### src/rtl/clk_rate_en.sv
module clk_rate_en #(
  parameter int SLOW_DIV = 256,
  parameter int MC_DIV   = 4
) (
  input  logic       clk,
  input  logic       rst,
  input  logic       mul_en,
  input  logic       mul_x4,
  input  logic [1:0] div_sel,
  output logic       sys_en,
  output logic       mc_en,
  output logic [1:0] src_stat
);
  localparam int XTAL_DIV = 4;
  localparam int CNT_W    = $clog2(XTAL_DIV * SLOW_DIV);
  localparam int PH_W     = $clog2(MC_DIV);

  localparam logic [1:0] M_X4  = 2'd0;
  localparam logic [1:0] M_X2  = 2'd1;
  localparam logic [1:0] M_DIR = 2'd2;
  localparam logic [1:0] M_DIV = 2'd3;

  logic [1:0]       mode_q, mode_d;
  logic [CNT_W-1:0] tick_cnt, tick_last;
  logic [PH_W-1:0]  phase;

  always_comb begin
    case (div_sel)
      2'b00:   mode_d = !mul_en ? M_DIR : (mul_x4 ? M_X4 : M_X2);
      2'b11:   mode_d = M_DIV;
      default: mode_d = M_DIR;
    endcase
  end

  always_comb begin
    case (mode_q)
      M_X4:    tick_last = '0;
      M_X2:    tick_last = CNT_W'(XTAL_DIV / 2 - 1);
      M_DIR:   tick_last = CNT_W'(XTAL_DIV - 1);
      default: tick_last = CNT_W'(XTAL_DIV * SLOW_DIV - 1);
    endcase
  end

  assign sys_en   = (tick_cnt == tick_last);
  assign mc_en    = sys_en && (phase == PH_W'(MC_DIV - 1));
  assign src_stat = mode_q[1] ? mode_q : 2'b01;

  always_ff @(posedge clk) begin
    if (rst) begin
      mode_q   <= M_DIR;
      tick_cnt <= '0;
      phase    <= '0;
    end else if (mc_en) begin
      mode_q   <= mode_d;
      tick_cnt <= '0;
      phase    <= '0;
    end else if (sys_en) begin
      tick_cnt <= '0;
      phase    <= phase + 1'b1;
    end else begin
      tick_cnt <= tick_cnt + 1'b1;
    end
  end
endmodule

### config.mk
export PLATFORM = sky130hd
export DESIGN_NAME = clk_rate_en
export DESIGN_NICKNAME = d
export VERILOG_FILES = /design/src/rtl/clk_rate_en.sv
export SDC_FILE = /design/constraint.sdc
export NUM_CORES = 1
export LEC_CHECK = 0
export ABC_AREA = 0
export BUFFER_PORTS_ARGS = -buffer_cell sky130_fd_sc_hd__buf_4
export CAP_MARGIN = 25
export CORE_MARGIN = 3
export CORE_UTILIZATION = 30
export DETAILED_ROUTE_END_ITERATION = 12
export PLACE_DENSITY = 0.49
export SYNTH_ARGS = -nofsm -noshare
export SYNTH_HDL_FRONTEND = slang
export SYNTH_SLANG_ARGS = --single-unit
### constraint.sdc
create_clock -name clk -period 3.15 [get_ports clk]
set_input_delay 0.63 -clock clk [delete_from_list [all_inputs] [get_ports clk]]
set_output_delay 0.63 -clock clk [all_outputs]
set_load 0.05 [all_outputs]
==> impl_metrics.csv, run 1 <==
group,metric,value,unit
detailed_routing,routed_wl,1.41,mm
place,place_ws,1070,ps
outcome,status,"complete, no violations",
job,cap_violations,0,
worst_setup_path,arrival,1780,ps
place,place_area,933,um^2
worst_setup_path,path_buf_inv,1,
detailed_routing,drc_errors,0,
finish,nets,104,
timing,slew-limit-headroom,0.748,
grt,grt_pass1_wl,2.50,mm
detailed_routing,first_pass_iters,2,
cts,cts_made_buffers,3,
synth,yosys_register_bits,14,
power_and_ir_drop,power.density,377,nW/um^2
power_and_ir_drop,ir_drop,0.208,mV
detailed_routing,detail-route-antenna-nets,0,
finish,synthToLayoutAreaGrowth,13.5,%
detailed_routing,vias,610,
finish,fillers,265,
worst_setup_path,cpMaxStageDelayCell,"dfxtp_1",
cts,clk_latency,270,ps
cts,hold_buffers,0,
timing,final-max-slew-violation-count,0,
grt,grt_start_max_net_pins,19,
timing,period_share,0.766,
cts,cts_tree,"done",
worst_setup_path,cp_top_family,"simple AND/OR/NAND/NOR gates",
grt,grt_usage,0.0975,
timing,grt_setup_unrepaired,"false",
synth,seq_area_frac_synth,0.328,
worst_setup_path,path_cells,"nor4_1 -> and3_4 -> o21a_4 -> buf_4",
detailed_routing,vias_per_cell,4.96,
detailed_routing,drtIter0Drc,21,
detailed_routing,post_drt_wl_per_cell,11.5,um
timing,tns,0,ps
grt,grt_pass1_vias,584,
floorplanning,dieWidth,59.4,um
cts,cts_buffer_depth,2,
worst_setup_path,crit_fanout,13,
worst_setup_path,crit_type,"reg -> out",
synth,syn_area_per_cell,10.2,um^2
timing,fmax,415,MHz
synth,yosys_warnings,0,
cts,clk_pin_slew,80,ps
timing,hold_ws,482,ps
timing,skew,4.64,ps
place,routabilityCongestion,0.720,
floorplanning,num_rows,18,
cts,cts_setup_buffers,0,
synth,yosys.cell_types.count,31,
timing,tightest_slew,369,ps
grt,antenna_found_initial,0,
cts,root_buffer,"clkbuf_4",
cts,cts_max_level,1,
finish,post-route-cell-area,970,um^2
worst_setup_path,max_stage_delay,370,ps
timing,setup_viol,0,
place,io_buffer_count,9,
synth,synth_area,855,um^2
worst_setup_path,required,2520,ps
power_and_ir_drop,p_total,365,uW
timing,period_needed,2410,ps
floorplanning,fp.coreArea,2590,um^2
floorplanning,die-area,3520,um^2
worst_hold_path,hp-class,"reg -> reg",
floorplanning,fp.dieH,59.4,um
timing,finalHoldViolCount,0,
power_and_ir_drop,leakage,0.401,nW
cts,clock-sinks,14,
floorplanning,start_util,0.330,
grt,grt.overflow.total,0,
synth,syn-num-nets,94,
cts,cts_resized,0,
finish,antennaDiodeCount,0,
finish,drive_gt1_frac,0.344,
floorplanning,top_level_ports,10,
timing,setup_ws,738,ps
place,place_hpwl,1.07,mm
worst_setup_path,worst_setup_path_start_kind,"flip-flop",
worst_setup_path,endpoint_kind,"primary output",
synth,postSynthCellCount,84,
-- layer usage --
layer | GRT usage | wire length, um | vias to the layer above
met1 | 0.118 | 673 | 290
met5 | 0 | 0 | -
li1 | - | - | 312
met4 | 0.0388 | 15 | 0
met3 | 0.0458 | 52 | 2
met2 | 0.148 | 668 | 6
-- metrics by stage --
step                std cells  utilization
finish                    123        0.374
floorplan                  84            -
detailed placement        119        0.360
global route              123        0.374
CTS                       123        0.374
global placement          119        0.360
-- registers in the layout, indices dropped and copies added (netlist names) --
name and count:
mode_q 2, phase 2, tick_cnt 10
-- layout by cell type, fill, tap and decap left out, types with 2 or more instances in the layout --
master	count
clkbuf_4	3
xnor2_1	5
nor2b_1	2
xor2_1	4
ha_1	4
nor4_1	2
nand3_1	5
nand2_1	3
inv_1	7
nor3_1	5
nor3_2	9
mux2_4	2
nor2_1	2
mux2i_1	2
buf_4	9
dfxtp_1	14
-- report_power, final --
part | internal (mW) | switching [mW]
sequential | 0.183 | 0.00873
clock | 0.0702 | 0.0560
combinational | 0.0217 | 0.0260
-- cell usage after synthesis, drive strengths merged --
| master | instances | share of area |
|---|---|---|
| mux2 | 2 | 0.035 |
| ha | 4 | 0.059 |
| a2111oi | 1 | 0.010 |
| o31ai | 1 | 0.025 |
| or3b | 1 | 0.010 |
| nor4 | 2 | 0.015 |
| or2b | 1 | 0.0088 |
| or3 | 1 | 0.0073 |
| dfxtp | 14 | 0.33 |
| nand4 | 1 | 0.015 |
| nand2b | 1 | 0.0073 |
| clkbuf | 2 | 0.0088 |
| nor3 | 15 | 0.15 |
| a31oi | 1 | 0.0073 |
| nor2b | 2 | 0.015 |
| and3 | 1 | 0.013 |
| nor2 | 2 | 0.0088 |
| nor3b | 1 | 0.0088 |
| mux2i | 2 | 0.023 |
| nand2 | 3 | 0.013 |
| o211ai | 1 | 0.025 |
| buf | 2 | 0.022 |
| xor2 | 4 | 0.041 |
| inv | 7 | 0.031 |
| nand3 | 6 | 0.041 |
| o21a | 1 | 0.018 |
| xnor2 | 5 | 0.051 |
-- layout make-up --
| class | count | area, um^2 | area share |
|---|---|---|---|
| Clock buffer | 4 | 36.3 | 0.0374 |
| Inverter | 7 | 26.3 | 0.0271 |
| Multi-Input combinational cell | 59 | 522 | 0.538 |
| Sequential cell | 14 | 280 | 0.289 |
| Tap cell | 30 | 37.5 | 0.0387 |
| Timing Repair Buffer | 9 | 67.6 | 0.0697 |
-- worst reg2reg max path, stage by stage (launching register included) --
cell	delay, ps
dfxtp_1	370
nor4_1	340
and3_4	280
o21a_4	270
mux2_4	320
-- final timing paths --
path	from	endpoint	slack, ps	cells past startpoint
setup / recovery	tick_cnt[7]$_SDFF_PP0_	sys_en	740	4
hold reg to reg	phase[1]$_SDFFE_PP0N_	phase[1]$_SDFFE_PP0N_	480	2
setup reg to reg	tick_cnt[7]$_SDFF_PP0_	phase[0]$_SDFFE_PP0N_	1460	4
hold / removal	phase[1]$_SDFFE_PP0N_	phase[1]$_SDFFE_PP0N_	480	2
-- cells by family (layout without fill, tap and decap cells) --
group / Yosys count / after routing / synth area share
simple gates: 37 / 37 / 0.316
buf+inv: 11 / 20 / 0.0615
xor+xnor: 9 / 9 / 0.0922
compound gates: 5 / 5 / 0.0849
mux: 4 / 4 / 0.0586
flops: 14 / 14 / 0.328
fa+ha+maj: 4 / 4 / 0.0586
Note: power is estimated with default switching activity, not from simulation.
==> run 2, diff against run 1 <==
==> constraint.sdc (replaced) <==
create_clock -name clk -period 2.5 [get_ports clk]
set_input_delay 0.5 -clock clk [delete_from_list [all_inputs] [get_ports clk]]
set_output_delay 0.5 -clock clk [all_outputs]
set_load 0.05 [all_outputs]
==> run 2 against run 1 <==
Effect of this change:
- clock-buffer cell count is 1 lower
- final area is 0.65% lower
- routed wire length is 9.3% higher
- combinational power is 32% higher
- first-iteration DRC count is 9.5% higher
- utilization is 0.24 points lower
- worst hold slack better by 1.1 ps
- total power is 19% higher
- cell count stayed put
- clock power hardly changed
- non-clock buffer count is 1 higher
- critical path type unchanged
- largest cell class unchanged
==> impl_metrics.csv, run 2 (synthesis results as in run 1) <==
group,metric,value,unit
place,place_inst,120,
timing,setup_viol,0,
detailed_routing,vias,604,
power_and_ir_drop,pwr-share-clk,0.296,
timing,fmax,474,MHz
timing,slew-limit-headroom,0.747,
timing,grt_setup_unrepaired,"false",
timing,hold_ws,483,ps
power_and_ir_drop,swShare,0.273,
detailed_routing,vias_per_cell,4.91,
detailed_routing,drc_errors,0,
worst_hold_path,hp-class,"reg -> reg",
place,place_ws,716,ps
timing,tightest_slew,370,ps
grt,grt_usage,0.0993,
worst_setup_path,worst_setup_path_start_kind,"flip-flop",
power_and_ir_drop,combPwrFrac,0.145,
worst_setup_path,required,2000,ps
power_and_ir_drop,pwr-share-seq,0.559,
cts,cts_resized,0,
detailed_routing,first_pass_iters,4,
worst_hold_path,hp-start,"phase[1]$_SDFFE_PP0N_",
grt,antenna_found_initial,0,
worst_setup_path,endpoint_kind,"primary output",
finish,antennaDiodeCount,0,
grt,grt_pass1_vias,574,
worst_setup_path,crit_type,"reg -> out",
finish,synthToLayoutAreaGrowth,12.7,%
floorplanning,dieWidth,59.4,um
timing,setup_ws,392,ps
power_and_ir_drop,ir_drop,0.240,mV
cts,cts_buffer_depth,2,
detailed_routing,post_drt_wl_per_cell,12.5,um
timing,tns,0,ps
detailed_routing,routed_wl,1.54,mm
power_and_ir_drop,leakage,0.399,nW
outcome,status,"complete, no violations",
finish,final_cells,123,
detailed_routing,detail-route-antenna-nets,0,
timing,finalHoldViolCount,0,
finish,drive_gt1_frac,0.344,
place,place_hpwl,1.12,mm
finish,nets,105,
cts,hold_buffers,0,
finish,top_register,"tick_cnt",
worst_setup_path,crit_start,"tick_cnt[2]$_SDFF_PP0_",
finish,largest_register_ffs,10,
floorplanning,top_level_ports,10,
job,cap_violations,0,
floorplanning,fp.dieH,59.4,um
place,io_buffer_count,9,
worst_setup_path,crit_fanout,6,
floorplanning,num_rows,18,
finish,mostFrequentLayoutCell,"dfxtp_1",
cts,cts_tree,"done",
finish,top_regs,"tick_cnt: 10 flops, mode_q: 2 flops, phase: 2 flops",
finish,layout_common_cells,"14 x dfxtp_1, 10 x buf_4, 9 x nor3_2",
timing,skew,4.97,ps
floorplanning,start_util,0.330,
cts,cts_max_level,1,
cts,clk_latency,280,ps
grt,grt_pass1_wl,2.58,mm
place,routabilityCongestion,0.725,
cts,clk_pin_slew,80,ps
power_and_ir_drop,power.internal,315,uW
worst_setup_path,arrival,1610,ps
cts,root_buffer,"clkbuf_4",
power_and_ir_drop,p_total,433,uW
floorplanning,fp.coreArea,2590,um^2
worst_setup_path,timing.rr.start,"tick_cnt[2]$_SDFF_PP0_",
grt,grt_start_max_net_pins,19,
power_and_ir_drop,switchingPower,118,uW
power_and_ir_drop,power.density,449,nW/um^2
timing,period_needed,2110,ps
cts,clock-sinks,14,
timing,period_share,0.843,
cts,cts_setup_buffers,0,
timing,final-max-slew-violation-count,0,
detailed_routing,drtIter0Drc,23,
grt,grt.overflow.total,0,
cts,cts_made_buffers,3,
floorplanning,die-area,3520,um^2
==> run 2: cell count changes in the layout (fill, tap and decap cells not counted), sizes merged <==
cell | before | now
buf | 9 | 10
clkbuf | 4 | 3
==> run 2: critical path: stages, from the launching register on <==
cell      delay (ps)
dfxtp_1          420
nand3_1          260
nor3_4           270
o211ai_4         120
inv_1             70
buf_4            190
==> run 2: layer usage <==
layer	vias up	GRT usage	share of wire
li1	310	-	-
met5	-	0	0
met2	5	0.145	0.46
met4	0	0.0291	0.0071
met3	2	0.0458	0.037
met1	287	0.130	0.50
==> run 2: layout make-up <==
| class | instances | area [um^2] |
|---|---|---|
| inverters | 7 | 26.3 |
| well taps | 30 | 37.5 |
| flip-flops and latches | 14 | 280 |
| fillers | 260 | 1630 |
| clock buffers | 3 | 22.5 |
| multi-input cells | 59 | 522 |
| repair buffers | 10 | 75.1 |
==> run 2: path summary, 6_finish.rpt <==
| path | end | slack (ps) | depth (start not counted) |
|---|---|---|---|
| min reg2reg | phase[1]$_SDFFE_PP0N_ | 480 | 2 |
| max | mc_en | 390 | 5 |
| min | phase[1]$_SDFFE_PP0N_ | 480 | 2 |
| max reg2reg | phase[0]$_SDFFE_PP0N_ | 750 | 5 |
==> run 2: per-stage QoR <==
stage / util / instance area, um^2
floorplan: - / 855
finish: 0.372 / 963
global route: 0.372 / 963
CTS: 0.372 / 963
detailed placement: 0.363 / 941
global placement: 0.363 / 941
==> run 2: power by group through the flow <==
stage | logic [mW] | registers (mW) | clock network (mW)
floorplan | 0.0491 | 0.244 | 0
global placement | 0.0622 | 0.246 | 0
detailed placement | 0.0632 | 0.247 | 0
CTS | 0.0635 | 0.242 | 0.141
global route | 0.0690 | 0.243 | 0.148
finish | 0.0627 | 0.242 | 0.128
==> run 3, diff against run 2 <==
--- a/config.mk
+++ b/config.mk
@@ -11,7 +11,7 @@
 export CORE_MARGIN = 3
 export CORE_UTILIZATION = 30
 export DETAILED_ROUTE_END_ITERATION = 12
-export PLACE_DENSITY = 0.49
+export PLACE_DENSITY = 0.5
 export SYNTH_ARGS = -nofsm -noshare
 export SYNTH_HDL_FRONTEND = slang
 export SYNTH_SLANG_ARGS = --single-unit
==> constraint.sdc (replaced) <==
create_clock -name clk -period 1.8 [get_ports clk]
set_input_delay 0.36 -clock clk [delete_from_list [all_inputs] [get_ports clk]]
set_output_delay 0.36 -clock clk [all_outputs]
set_load 0.05 [all_outputs]
==> run 3 against run 2 <==
Effect of this change:
- the run now ends with setup timing left
- global-route usage up 1.2 points
- register-to-register slack worse by 550 ps
- final area up 15%
- non-clock buffer count rose by 8
- routed wire length is 12% higher
- critical endpoint unchanged
- largest power group unchanged
==> impl_metrics.csv, run 3 (synthesis results as in run 1) <==
group,metric,value,unit
outcome,status,"finished with violations",
outcome,violations,"setup timing",
timing,fmax,534,MHz
job,cap_violations,0,
worst_setup_path,crit_type,"reg -> out",
timing,period_share,1.04,
cts,clk_latency,280,ps
cts,cts_tree,"done",
detailed_routing,post_drt_wl_per_cell,13.1,um
detailed_routing,vias,638,
finish,largest_register_ffs,10,
timing,finalHoldViolCount,0,
detailed_routing,highest_layer,"met4",
timing,grt_setup_unrepaired,"true",
worst_hold_path,holdPathEnd,"tick_cnt[0]$_SDFF_PP0_",
timing,setup_ws,-73.9,ps
floorplanning,die-area,3520,um^2
detailed_routing,wl_met3,51,um
timing,period_needed,1870,ps
finish,drive_gt1_frac,0.549,
worst_setup_path,r2r_end,"phase[0]$_SDFFE_PP0N_",
power_and_ir_drop,pwr-share-clk,0.348,
worst_hold_path,hp-class,"in -> reg",
floorplanning,fp.dieH,59.4,um
detailed_routing,m1WireLength,813,um
finish,mostFrequentLayoutCell,"buf_4",
worst_setup_path,path_cells,"nor4_4 -> and3_4 -> o211ai_4 -> inv_2 -> buf_8",
finish,layout_common_cells,"16 x buf_4, 9 x nor3_2, 7 x dfxtp_2",
detailed_routing,drc_errors,0,
power_and_ir_drop,power.density,600,nW/um^2
finish,synthToLayoutAreaGrowth,29.4,%
worst_setup_path,timing.rr.start,"tick_cnt[7]$_SDFF_PP0_",
grt,grt_usage,0.111,
finish,post-route-cell-area,1110,um^2
worst_setup_path,arrival,1510,ps
place,routabilityCongestion,0.735,
timing,tns,-122,ps
timing,tightest_slew,374,ps
timing,setup_viol,2,
grt,grt_pass1_vias,670,
cts,clk_pin_slew,100,ps
finish,antennaDiodeCount,0,
timing,skew,11.2,ps
cts,clock-sinks,14,
timing,slew-limit-headroom,0.744,
worst_setup_path,worst_setup_path_start_kind,"flip-flop",
worst_setup_path,cpMaxStageDelayCell,"dfxtp_4",
power_and_ir_drop,combPwrFrac,0.155,
worst_setup_path,crit_fanout,4,
detailed_routing,wl_met2,849,um
worst_setup_path,required,1440,ps
power_and_ir_drop,swShare,0.262,
place,place_hpwl,1.19,mm
detailed_routing,routed_wl,1.73,mm
cts,root_buffer,"clkbuf_4",
grt,grt_pass1_wl,2.95,mm
worst_setup_path,endpoint_kind,"primary output",
power_and_ir_drop,ir_drop,0.298,mV
grt,grt_start_max_net_pins,19,
cts,hold_buffers,0,
floorplanning,dieWidth,59.4,um
power_and_ir_drop,leakage,0.462,nW
cts,cts_max_level,1,
timing,final-max-slew-violation-count,0,
place,place_ws,52.1,ps
finish,nets,113,
worst_hold_path,worstHoldPathCells,2,
detailed_routing,vias_per_cell,4.83,
worst_setup_path,worst-r2r-cell-count,5,
place,io_buffer_count,9,
grt,grt.overflow.total,0,
power_and_ir_drop,switchingPower,174,uW
floorplanning,num_rows,18,
cts,cts_made_buffers,3,
detailed_routing,first_pass_iters,4,
place,place_area,971,um^2
finish,top_register,"tick_cnt",
floorplanning,top_level_ports,10,
finish,fin_util,0.427,
power_and_ir_drop,power.internal,490,uW
detailed_routing,detail-route-antenna-nets,0,
detailed_routing,drtIter0Drc,21,
cts,cts_buffer_depth,2,
finish,top_regs,"tick_cnt: 10 flops, mode_q: 2 flops, phase: 2 flops",
worst_hold_path,hp-start,"rst",
grt,antenna_found_initial,0,
worst_setup_path,max_stage_delay,380,ps
worst_setup_path,r2r_setup_slack,200,ps
floorplanning,start_util,0.330,
power_and_ir_drop,pwr-share-seq,0.497,
floorplanning,fp.coreArea,2590,um^2
## run 3: worst max-delay path, delay by kind of cell, from the launching register on
family	cells	cell delay, ps
simple gates	2	550
flops	1	380
buf+inv	2	220
compound gates	1	90
## run 3: per-stage QoR
stage               hold WS, ps  cells  power [mW]
detailed placement          474    124       0.436
floorplan                   453     84       0.407
global route                413    132       0.698
global placement            469    124       0.436
finish                      419    132       0.664
CTS                         407    132       0.674
## run 3: cell type report
type                    count  area [um^2]
clock buffers               4         36.3
multi-input cells          59          556
fillers                   251         1480
well taps                  30         37.5
flip-flops and latches     14          300
inverters                   7         26.3
repair buffers             18          150
## run 3: worst max path at each step
stage | start | endpoint | slack [ps] | cells after the start
floorplan | tick_cnt[7]$_SDFF_PP0_ | mc_en | 190 | 4
global placement | tick_cnt[7]$_SDFF_PP0_ | sys_en | 70 | 4
detailed placement | tick_cnt[7]$_SDFF_PP0_ | sys_en | 50 | 4
CTS | tick_cnt[6]$_SDFF_PP0_ | mc_en | -90 | 5
global route | tick_cnt[7]$_SDFF_PP0_ | mc_en | -110 | 5
finish | tick_cnt[7]$_SDFF_PP0_ | mc_en | -70 | 5
## run 3: power by group through the flow
stage	sequential (mW)	combinational, mW	clock [mW]
finish	0.330	0.103	0.231
global route	0.332	0.113	0.253
CTS	0.330	0.103	0.241
detailed placement	0.339	0.0972	0
global placement	0.339	0.0964	0
floorplan	0.339	0.0681	0
## run 3: repair_timing
action,in CTS,in global routing
setup buffers,4,0
pin swaps,5,5
gates cloned,0,0
gates resized for setup,13,10
endpoints found under the setup margin,2,2
## run 3: per-layer routing
metal	global-route usage	up-vias
met4	0.0388	0
met3	0.0327	4
li1	-	328
met1	0.135	298
met5	0	-
met2	0.186	8
